**config.mk**
```make
export PLATFORM = sky130hd
export DESIGN_NAME = irq_enable_ctrl
export DESIGN_NICKNAME = d
export VERILOG_FILES = /design/src/rtl/irq_enable_ctrl.sv
export SDC_FILE = /design/constraint.sdc
export NUM_CORES = 1
export LEC_CHECK = 0
export ABC_AREA = 1
export BUFFER_PORTS_ARGS = -buffer_cell sky130_fd_sc_hd__buf_2
export CELL_PAD_IN_SITES_DETAIL_PLACEMENT = 0
export CELL_PAD_IN_SITES_GLOBAL_PLACEMENT = 1
export CORE_ASPECT_RATIO = 1.1
export CORE_UTILIZATION = 26
export DETAILED_ROUTE_END_ITERATION = 8
export GPL_ROUTABILITY_DRIVEN = 0
export PLACE_DENSITY_LB_ADDON = 0.1
export REMOVE_ABC_BUFFERS = 1
export SLEW_MARGIN = 20
export SYNTH_ARGS = -nofsm -noshare
export SYNTH_HDL_FRONTEND = slang
export SYNTH_SLANG_ARGS = --single-unit
```
**constraint.sdc**
```tcl
create_clock -name clk -period 1.25 [get_ports clk]
set_clock_uncertainty 0.05 [all_clocks]
set_input_delay 0.3125 -clock clk [delete_from_list [all_inputs] [get_ports clk]]
set_output_delay 0.3125 -clock clk [all_outputs]
set_load 0.01 [all_outputs]
```
**src/rtl/irq_enable_ctrl.sv**
```systemverilog
module irq_enable_ctrl #(
  parameter int DATA_W     = 32,
  parameter int NUM_REGION = 8,
  parameter int NUM_ERR    = 8
) (
  input  logic                  clk,
  input  logic                  rst_n,
  input  logic                  set_we,
  input  logic                  clr_we,
  input  logic                  priv,
  input  logic [DATA_W-1:0]     wdata,
  output logic [DATA_W-1:0]     rdata,
  input  logic                  mode_direct,
  input  logic                  ev_ptr_match,
  input  logic                  ev_buf_wrap,
  input  logic [NUM_REGION-1:0] ev_region,
  input  logic [NUM_ERR-1:0]    ev_err,
  output logic                  irq
);
  localparam int EN_W  = NUM_ERR + NUM_REGION + 2;
  localparam int PAD_W = DATA_W - EN_W;

  logic [EN_W-1:0] en_q;
  logic [EN_W-1:0] set_mask, clr_mask, ev_vec, mode_ok;

  assign set_mask = (set_we && priv) ? wdata[EN_W-1:0] : '0;
  assign clr_mask = (clr_we && priv) ? wdata[EN_W-1:0] : '0;

  assign ev_vec  = {ev_ptr_match, ev_buf_wrap, ev_region, ev_err};
  assign mode_ok = {mode_direct, mode_direct, {NUM_REGION{~mode_direct}}, {NUM_ERR{1'b1}}};

  always_ff @(posedge clk or negedge rst_n) begin
    if (!rst_n) begin
      en_q <= '0;
      irq  <= 1'b0;
    end else begin
      en_q <= (en_q | set_mask) & ~clr_mask;
      irq  <= |(ev_vec & en_q & mode_ok);
    end
  end

  assign rdata = {{PAD_W{1'b0}}, en_q};
endmodule


```
* Word-level counts from Yosys, hierarchy flattened
Cells that the tools add are included.
** Word-level totals
- Bits in registers :: 19
- Input port bits :: 56
- Output and inout port bits :: 33
- Logic and storage cells :: 13
** Cells by class
- Multiplexer cells :: 2
- Bitwise operators :: 6
- Reduce and logical (&&, ||, !) cells :: 3
** Operators by type and width (number)
- $and A18 B18 Y18 :: 3
- $mux W18 :: 2
- $not A18 Y18 :: 1
- $or A18 B18 Y18 :: 1
- $reduce_or A18 Y1 :: 1
- $logic_and A1 B1 Y1 :: 2
- $not A1 Y1 :: 1

* Logic depth before layout (Yosys ltp)
Gate-level depths: netlist of run 1.
- Depth in word-level cells :: 4
- Depth in mapped cells :: 6
- Mapped depth without buffers :: 6

* Worst setup path before layout of run 1
Ideal clock, no wire load.
- Kind :: register to register
- Start :: register en_q[6]
- End :: register irq
- Library setup time :: 0.119 ns
- Arrival :: 0.758 ns
- Path slack :: 0.323 ns
- Cell stages (with the launch flop) :: 7
- Path buffers :: 0
- Clock period less this slack :: 0.927 ns
- Path through :: dfrtp_1 > nand2_1 > nand2_1 > nor2_1 > nand2_1 > nor2_1 > nand2_1
** On the way
- Longest elaborated chain between the ends :: 3
** RTL lines
- from (decl) :: line 23 : logic [EN_W-1:0] en_q;
- from (signal assigned) :: line 37 : en_q <= (en_q | set_mask) & ~clr_mask;
- $and A18 B18 Y18 (2 in series) :: line 38 : irq <= |(ev_vec & en_q & mode_ok);
- $reduce_or A18 Y1 :: line 38
- to (signal assigned) :: line 38
- to (decl) :: line 18 : output logic irq
No other way between the ends.

* Final worst setup path of run 1
- Start :: register en_q[15]
- End :: output port rdata[15]
** RTL lines
- to (decl) :: line 12 : output logic [DATA_W-1:0] rdata,
No word-level cell between the ends.

==> results of run 1 <==
-- layer usage --
layer,share of wire,global-route usage,up-vias
met5,0,0,-
met4,0.014,0.0519,0
met3,0.076,0.0323,5
met2,0.46,0.188,44
met1,0.45,0.151,420
li1,-,-,500
-- flip-flops by register name (all words and copies together) (netlist names) --
signal,cells
irq,1
en_q,18
-- how the worst min path moves through the flow --
stage	end	cells past startpoint	from	slack, ns
floorplan	en_q[0]$_DFF_PN0_	0	rst_n	-0.03
global placement	en_q[7]$_DFF_PN0_	1	rst_n	0.25
detailed placement	en_q[7]$_DFF_PN0_	1	rst_n	0.24
CTS	en_q[6]$_DFF_PN0_	2	wdata[6]	0.20
global route	en_q[3]$_DFF_PN0_	2	wdata[3]	0.20
finish	en_q[17]$_DFF_PN0_	2	wdata[17]	0.20
-- power breakdown --
group,internal [mW],switching (mW),total (mW)
clock,0.222,0.207,0.428
combinational,0.213,0.266,0.479
sequential,0.709,0.0660,0.775
total,1.14,0.539,1.68
-- final cells by class --
class,count,share of cell area
Timing Repair Buffer,61,0.214
Clock buffer,3,0.0284
Clock inverter,1,0.00345
Tap cell,52,0.0448
Sequential cell,19,0.327
Multi-Input combinational cell,87,0.326
Inverter,21,0.0560
-- cells in the final DEF, fill, tap and decap left out, drive strengths merged, types with 3 or more instances in the layout --
| cell | n |
|---|---|
| buf | 60 |
| dfrtp | 19 |
| a22oi | 18 |
| nor2 | 4 |
| clkbuf | 3 |
| inv | 21 |
| conb | 14 |
| nand2 | 50 |
-- timing repair --
| action | 4_1_cts | 5_1_grt |
|---|---|---|
| setup endpoints to repair | 0 | 0 |
| hold endpoints to repair | 19 | 0 |
| hold buffers | 1 | 0 |
-- cell families after synthesis --
kind of cell           synth area share
AOI/OAI and AO/OA                 0.166
buffers and inverters             0.195
and+or+nand+nor                   0.211
other                           0.00335
DFF                               0.425
==> impl_results.md, run 1 <==
* RSZ-0062 raised after global routing: false
* Ranking of synthesized cells by area: dfrtp_1 (43%), nand2_1 (13%), a22oi_2 (11%), buf_4 (9.4%), inv_1 (6.4%)
* Reg-to-reg slack, setup at approximately 0.27 ns
* Top FF cell, synth: dfrtp_1
* Count leader, synth: nand2_1
* Peak VDD IR at 358 uV
* Final-report setup violation count at 0
* Die area at 4570 um^2
* Post-synthesis sequential area ratio at 0.425
* Fin worst setup slack at about 0.077 ns
* Yosys warns at 0
* CP startpoint: en_q[15]$_DFF_PN0_
* Clock transition at the registers of the reported paths at around 0.07 ns
* Tmin final at roughly 1.2 ns
* Overall routing resource usage at 0.119
* #FFs+latches synth at 19
* Final antenna diode count at 0
* Initial Util at 0.276
* Die X-Extent at around 65 um
* Reg-to-reg startpoint: en_q[6]$_DFF_PN0_
* Max Fclk at around 850 MHz
* Vias at between 900 and 1000
* Number of setup buffers added after CTS at 0
* Largest area contributor in the netlist: dfrtp_1
* CTS tree: done
* Total wire length at between 2000 and 3000 um
* Pre-CTS setup slack at roughly 0.068 ns
* Setup TNS at 0 ns
* Crit-path cells: buf_2
* Pwr Density at 1160 nW/um^2
* Routed len/inst at between 10 and 15 um
* Fin Hold WS at between 0.2 and 0.25 ns
* CP max FO at 3
* Data arrival, critical path at 0.81 ns
* Initial antenna violation count at 0
* Total power at approximately 1.7 mW
* Crit Reg-Reg Endpoint: irq$_DFF_PN0_
* Clock sink count at 19
* Clk_lat worst skew at roughly 0.25 ns
* Via density at slightly below 4
* Placed cell area at between 1000 and 1500 um^2
* Util after Layout at 0.358
* Critical Path RT at about 0.9 ns
* Synth unique cells at 14
* Drt drc at 0
* Fillers at around 450
* Nets at 249
* Final Hold Vio Count at 0
* Multi-input gate area at 474 um^2
* Vias in the first global route at between 900 and 1000
* Gate Count Post-Synth at 130
* Post-synth top cells: nand2_1 (39), dfrtp_1 (19), inv_1 (19)
* Cell count after placement at about 240
* TritonCTS buffer count at 3
* Post-synth top area share at 0.425
* Drt initial violations at 23
* CP max-delay cell: dfrtp_1
* Post-CTS Resized at 0
* Largest net degree at the start of global routing at 20
* Core outline area at a little over 4000 um^2
* H-tree Lvls at 1
* Root buf cell: clkbuf_8
* Critical path buffer and inverter count at 1
* Final worst path period share at 0.938
* Die height at ~70 um
* Max-cap violation count at 0
* Fin. max-slew vios at 0
* Synthesis-to-layout area growth at 29.9%
* Hold Path Class: primary input to flop
* Cell area after synthesis at between 1000 and 1500 um^2
* Bufs on Longest Clock Path at 2
* Share of layout cells above drive strength 1 at 0.453
* Row cnt at 24
* Async SR Flop Fraction at 1.00
* Crit-path max cell delay at 0.41 ns
* Port Buffers at 60
* Overflow after GRT at 0
* Cell family with most CP delay: flip-flops
* DR pass1 iterations at 2
* R2R depth at 6
* Crit path capture type: primary output
* Instance count on the critical path at 1
* Status: complete, no violations
* First-pass GRT wire length at roughly 4100 um
* Non-filler cells in the finished layout at 244
* Critical setup path kind: flop to primary output
* Post-route ant nets at 0
* Avg Cell Area, Syn at about 8.6 um^2
* Leak pwr at slightly above 0.8 nW
* DP HPWL at about 2000 um
* I/O pin cnt at between 80 and 90
* Setup crit end: rdata[15]
* Seq. cell area at roughly 480 um^2
* Post-synth EDFFs at 0
* CP startpoint kind: flop
* Final instance area at about 1500 um^2
(Power assumes the default switching activity.)
==> run 2: changes to the inputs <==
- PLACE_DENSITY: default -> 0.78
- PLACE_DENSITY_LB_ADDON: 0.1 -> default
- clock period: 1.25 -> 1.2 ns (I/O delays scaled with it)
==> impl_results.md, run 2 (same netlist as run 1, synthesis figures left out) <==
* Status: complete, no violations
* Crit path capture type: primary output
* Hold Startpoint: wdata[5]
* Critical path buffer and inverter count at 1 (unchanged)
* Drt drc at 0 (unchanged)
* Port Buffers at 60 (unchanged)
* Largest register FFs at 18 (unchanged)
* Vias in the first global route at 881 (-5.5%)
* Internal at 1.20 mW (+5.1%)
* Commonest non-fill, non-tap cells in the layout: buf_2 (60), nand2_1 (39), inv_1 (19), dfrtp_1 (19), conb_1 (14)
* Leak pwr at 0.828 nW (+0.25%)
* Largest regs: en_q (18), irq (1)
* Fillers at 427 (-4.5%)
* I/O pin cnt at 89 (unchanged)
* CP startpoint kind: flop
* Via density at 4.01 (+0.93%)
* H-tree Lvls at 1 (unchanged)
* Post-route ant nets at 0 (unchanged)
* Clock network fraction of total power at 0.251 (-0.004)
* Reg-to-reg slack, setup at 0.15 ns (-0.12 ns)
* Cell family with most CP delay: flip-flops
* Placed cell area at 1400 um^2 (unchanged)
* Nets at 250 (+0.40%)
* Setup TNS at 0 ns (unchanged)
* Fin Hold WS at 0.201 ns (-0.00286 ns)
* CP max-delay cell: dfrtp_1
* Share of layout cells above drive strength 1 at 0.451 (-0.00235)
* Pwr Density at 1200 nW/um^2 (+3.8%)
* CP startpoint: en_q[12]$_DFF_PN0_
* Bufs on Longest Clock Path at 2 (unchanged)
* Data arrival, critical path at 0.80 ns (about the same)
* Final-report setup violation count at 0 (unchanged)
* Clock transition at the registers of the reported paths at 0.07 ns (about the same)
* R2R depth at 7 (+1)
* Final Hold Vio Count at 0 (unchanged)
* Critical Path RT at 0.85 ns (-0.04 ns)
* Total wire length at 2440 um (-5.9%)
* Overflow after GRT at 0 (unchanged)
* Max Fclk at roughly 870 MHz
* Root buf cell: clkbuf_8
* Instance count on the critical path at 1 (unchanged)
* Max-cap violation count at 0 (unchanged)
* Sw Share at 0.314 (-0.00611)
* CTS tree: done
* Die area at 4570 um^2 (unchanged)
* Final worst path period share at 0.956
* DR pass1 iterations at 4 (+2)
* RSZ-0062 raised after global routing: false
* Final instance area at 1460 um^2 (+0.43%)
* Setup crit end: rdata[12]
* Routed len/inst at 9.94 um (-6.3%)
* Hold Path Class: primary input to flop
* Largest net degree at the start of global routing at 20 (unchanged)
* Total power at 1.75 mW (+4.2%)
* Reg-to-reg startpoint: en_q[9]$_DFF_PN0_
* Logic pwr share at 0.289 (+0.004)
* Tmin final at 1.15 ns
* Core outline area at 4050 um^2 (unchanged)
* Largest Register: en_q
* Initial Util at 0.276 (unchanged)
* Die height at 70.8 um (unchanged)
* Util after Layout at 0.360 (+0.00154)
* CP max FO at 3 (unchanged)
* Die X-Extent at 64.5 um (unchanged)
* TritonCTS buffer count at 3 (unchanged)
* Final antenna diode count at 0 (unchanged)
* Critical setup path kind: flop to primary output
* First-pass GRT wire length at 3920 um (-5.3%)
* Crit-path max cell delay at 0.40 ns (about the same)
* Synthesis-to-layout area growth at 30.4%
* Fin. max-slew vios at 0 (unchanged)
* Initial antenna violation count at 0 (unchanged)
* Clock sink count at 19 (unchanged)
* DP HPWL at 1880 um (-5.0%)
* Switching power at 0.551 mW (+2.2%)
* Crit Reg-Reg Endpoint: irq$_DFF_PN0_
* Vias at 982 (+1.3%)
* Most common cell after layout, fill and taps aside: buf_2
* Sequential power share at 0.460 (about the same)
* Row cnt at 24 (unchanged)
* Overall routing resource usage at 0.112 (-0.00738)
* Clk_lat worst skew at 0.25 ns (about the same)
* Peak VDD IR at 313 uV (-13%)
* Crit-path cells: buf_2
* Drt initial violations at 43 (+87%)
run 2: through the flow:
stage                     cells  setup WS, ns
after CTS                   244        0.0211
after floorplan             127         0.273
after global placement      239        0.0433
after global routing        245       0.00940
after detailed placement    239        0.0440
final                       245        0.0529
run 2: worst min-delay path by stage:
stage | to | slack, ns | depth (start not counted)
after floorplan | en_q[0]$_DFF_PN0_ | -0.05 | 0
after global placement | en_q[1]$_DFF_PN0_ | 0.22 | 1
after detailed placement | en_q[1]$_DFF_PN0_ | 0.23 | 1
after CTS | en_q[5]$_DFF_PN0_ | 0.19 | 2
after global routing | en_q[1]$_DFF_PN0_ | 0.19 | 2
final | en_q[5]$_DFF_PN0_ | 0.20 | 2
run 2: worst reg2reg max path: cells and delay by family (launching register included):
family	cells	cell delay, ns
AND/OR/NAND/NOR	6	0.37
buffers and inverters	1	0.14
flip-flops	1	0.39
run 2: layout make-up:
type | instances | area (um^2) | share of cell area
clock buffer | 4 | 45.0 | 0.0309
tap | 52 | 65.1 | 0.0446
multi-input combinational | 87 | 474 | 0.325
timing repair buffer | 62 | 318 | 0.218
inverter | 21 | 81.3 | 0.0557
sequential | 19 | 475 | 0.326
run 2: what timing repair did:
action                                  4_1_cts  5_1_grt
endpoints found under the setup margin        0        1
gates resized for setup                       0        0
hold buffers                                  1        0
setup buffers                                 0        1
endpoints found under the hold margin        19        0
run 2: layer usage:
metal,track usage,wire length [um]
met5,0,0
met2,0.187,1180
met3,0.0194,127
met4,0.0519,28
met1,0.138,1100
run 2: power by group through the flow:
stage	registers [mW]	clock network, mW	logic [mW]
after floorplan	0.864	0	0.223
after global placement	0.821	0	0.499
after detailed placement	0.821	0	0.504
after CTS	0.809	0.471	0.508
after global routing	0.822	0.496	0.568
final	0.806	0.440	0.507
==> run 3: changes to the inputs <==
- ABC_CLOCK_PERIOD_IN_PS: default -> 1200
- SETUP_SLACK_MARGIN: default -> 0.3
==> impl_results.md, run 3 (same netlist as run 1, synthesis figures left out) <==
* Util after Layout at 0.398 (+0.0380)
* Commonest non-fill, non-tap cells in the layout: buf_2 (60), nand2_1 (31), nand2_2 (19), dfrtp_1 (19), inv_1 (18)
* CP startpoint kind: flop
* CTS tree: done
* Drt drc at 0 (unchanged)
* Cell family with most CP delay: flip-flops
* Fillers at 427 (unchanged)
* Critical path buffer and inverter count at 1 (unchanged)
* Initial antenna violation count at 0 (unchanged)
* Largest Register: en_q
* Peak VDD IR at 330 uV (+5.3%)
* First-pass GRT wire length at 4270 um (+9.0%)
* Clock transition at the registers of the reported paths at 0.07 ns (about the same)
* Nets at 263 (+5.2%)
* Hold Path Class: primary input to async pin
* Status: complete, but fails checks
* Row cnt at 24 (unchanged)
* Fin. max-slew vios at 0 (unchanged)
* Post-route ant nets at 0 (unchanged)
* Clk_lat worst skew at 0.25 ns (about the same)
* Drt initial violations at 37 (-14%)
* DR pass1 iterations at 4 (unchanged)
* Die height at 70.8 um (unchanged)
* Total wire length at 2630 um (+8.1%)
* Final Hold Vio Count at 19 (+19)
* Reg-to-reg startpoint: en_q[0]$_DFF_PN0_
* Crit-path max cell delay at 0.40 ns (about the same)
* Largest regs: en_q (18), irq (1)
* Vias in the first global route at 986 (+12%)
* Max-cap violation count at 0 (unchanged)
* Tmin final at 1.15 ns (+0.00363 ns)
* Busiest metal layer after global routing: met2
* Final-report setup violation count at 0 (unchanged)
* Leak pwr at 0.900 nW (+8.8%)
* Clock sink count at 19 (unchanged)
* Core outline area at 4050 um^2 (unchanged)
* CP max FO at 2 (-1)
* Die X-Extent at 64.5 um (unchanged)
* CP max-delay cell: dfrtp_1
* Port Buffers at 60 (unchanged)
* Die area at 4570 um^2 (unchanged)
* Pwr Density at 1190 nW/um^2 (-0.78%)
* Setup TNS at 0 ns (unchanged)
* Failing checks: hold timing
* GRT met3 Usage at 0.0194 (unchanged)
* Final worst path period share at 0.959 (+0.00303)
* Largest register FFs at 18 (unchanged)
* Bufs on Longest Clock Path at 2 (unchanged)
* Data arrival, critical path at 0.80 ns (about the same)
* Final antenna diode count at 0 (unchanged)
* Max Fclk at 869 MHz (-0.32%)
* Critical setup path kind: flop to primary output
* H-tree Lvls at 1 (unchanged)
* TritonCTS buffer count at 3 (unchanged)
* DP HPWL at 1880 um (unchanged)
* Routed len/inst at 10.2 um (+2.6%)
* Crit-path cells: buf_2
* Overall routing resource usage at 0.121 (+0.00948)
* Most common cell after layout, fill and taps aside: buf_2
* Largest net degree at the start of global routing at 20 (unchanged)
* Root buf cell: clkbuf_8
* I/O pin cnt at 89 (unchanged)
* Initial Util at 0.276 (unchanged)
* Share of layout cells above drive strength 1 at 0.549 (+0.0978)
* M1 GR Usage at 0.141 (+0.00215)
* RSZ-0062 raised after global routing: true
* Vias at 1050 (+6.9%)
* Synthesis-to-layout area growth at 44.2%
* Crit path capture type: primary output
* Overflow after GRT at 0 (unchanged)
* Met2 Usage GRT at 0.218 (+0.0304)
* Via density at 4.07 (+1.5%)
* Fin Hold WS at -0.0678 ns (-0.269 ns)
* Critical Path RT at 0.85 ns (about the same)
* CP startpoint: en_q[15]$_DFF_PN0_
[run 3: changes by cell type in the layout (fill, tap and decap cells not counted), moves of 2 or more]
cell     previous run  this run
nand2_1            39        31
nor2_1              4         2
buf_6               0         7
buf_4               1         8
nor2_2              0         2
nand2_2            11        19
[run 3: stage by stage]
step                power, mW  instances  worst slack (ns)  hold WS, ns  instance area (um^2)
floorplan                1.09        127             0.273      -0.0456                  1030
global placement         1.32        239            0.0433        0.223                  1400
detailed placement       1.33        239            0.0440        0.230                  1400
CTS                      1.90        257            0.0413      -0.0519                  1550
global route             2.07        258            0.0122      -0.0298                  1610
finish                   1.92        258            0.0493      -0.0678                  1610
[run 3: path summary, 6_finish.rpt]
path / to / slack [ns] / cells after the start
setup reg to reg: irq$_DFF_PN0_ / 0.12 / 7
min in group clk: en_q[5]$_DFF_PN0_ / 0.20 / 2
max in group asynchronous: en_q[13]$_DFF_PN0_ / 0.86 / 1
hold / removal: en_q[7]$_DFF_PN0_ / -0.07 / 1
setup / recovery: rdata[15] / 0.05 / 1
hold reg to reg: en_q[10]$_DFF_PN0_ / 0.50 / 2
[run 3: power by group]
group          leakage, nW  switching (mW)  internal, mW  total, mW
Combinational        0.657           0.337         0.348      0.685
Clock               0.0228           0.206         0.236      0.441
Sequential           0.220          0.0580         0.738      0.796
[run 3: area by class of cell]
| type | count | area, um^2 | area share |
|---|---|---|---|
| multi-input cells | 87 | 504 | 0.313 |
| repair buffers | 75 | 439 | 0.272 |
| inverters | 21 | 83.8 | 0.0520 |
| flip-flops and latches | 19 | 475 | 0.295 |
| well taps | 52 | 65.1 | 0.0403 |
| clock buffers | 4 | 45.0 | 0.0279 |
[run 3: metal layers]
| layer | up-vias | wire, um |
|---|---|---|
| met5 | - | 0 |
| met4 | 0 | 28 |
| met3 | 2 | 141 |
| met2 | 41 | 1360 |
| met1 | 476 | 1100 |
| li1 | 531 | - |
[run 3: repair_timing]
action / 4_1_cts / 5_1_grt
buffers inserted: 14 / 1
pin swaps: 5 / 11
cloned: 0 / 0
setup endpoints to repair: 20 / 28
gates resized for setup: 2 / 19
endpoints found under the hold margin: 19 / 19
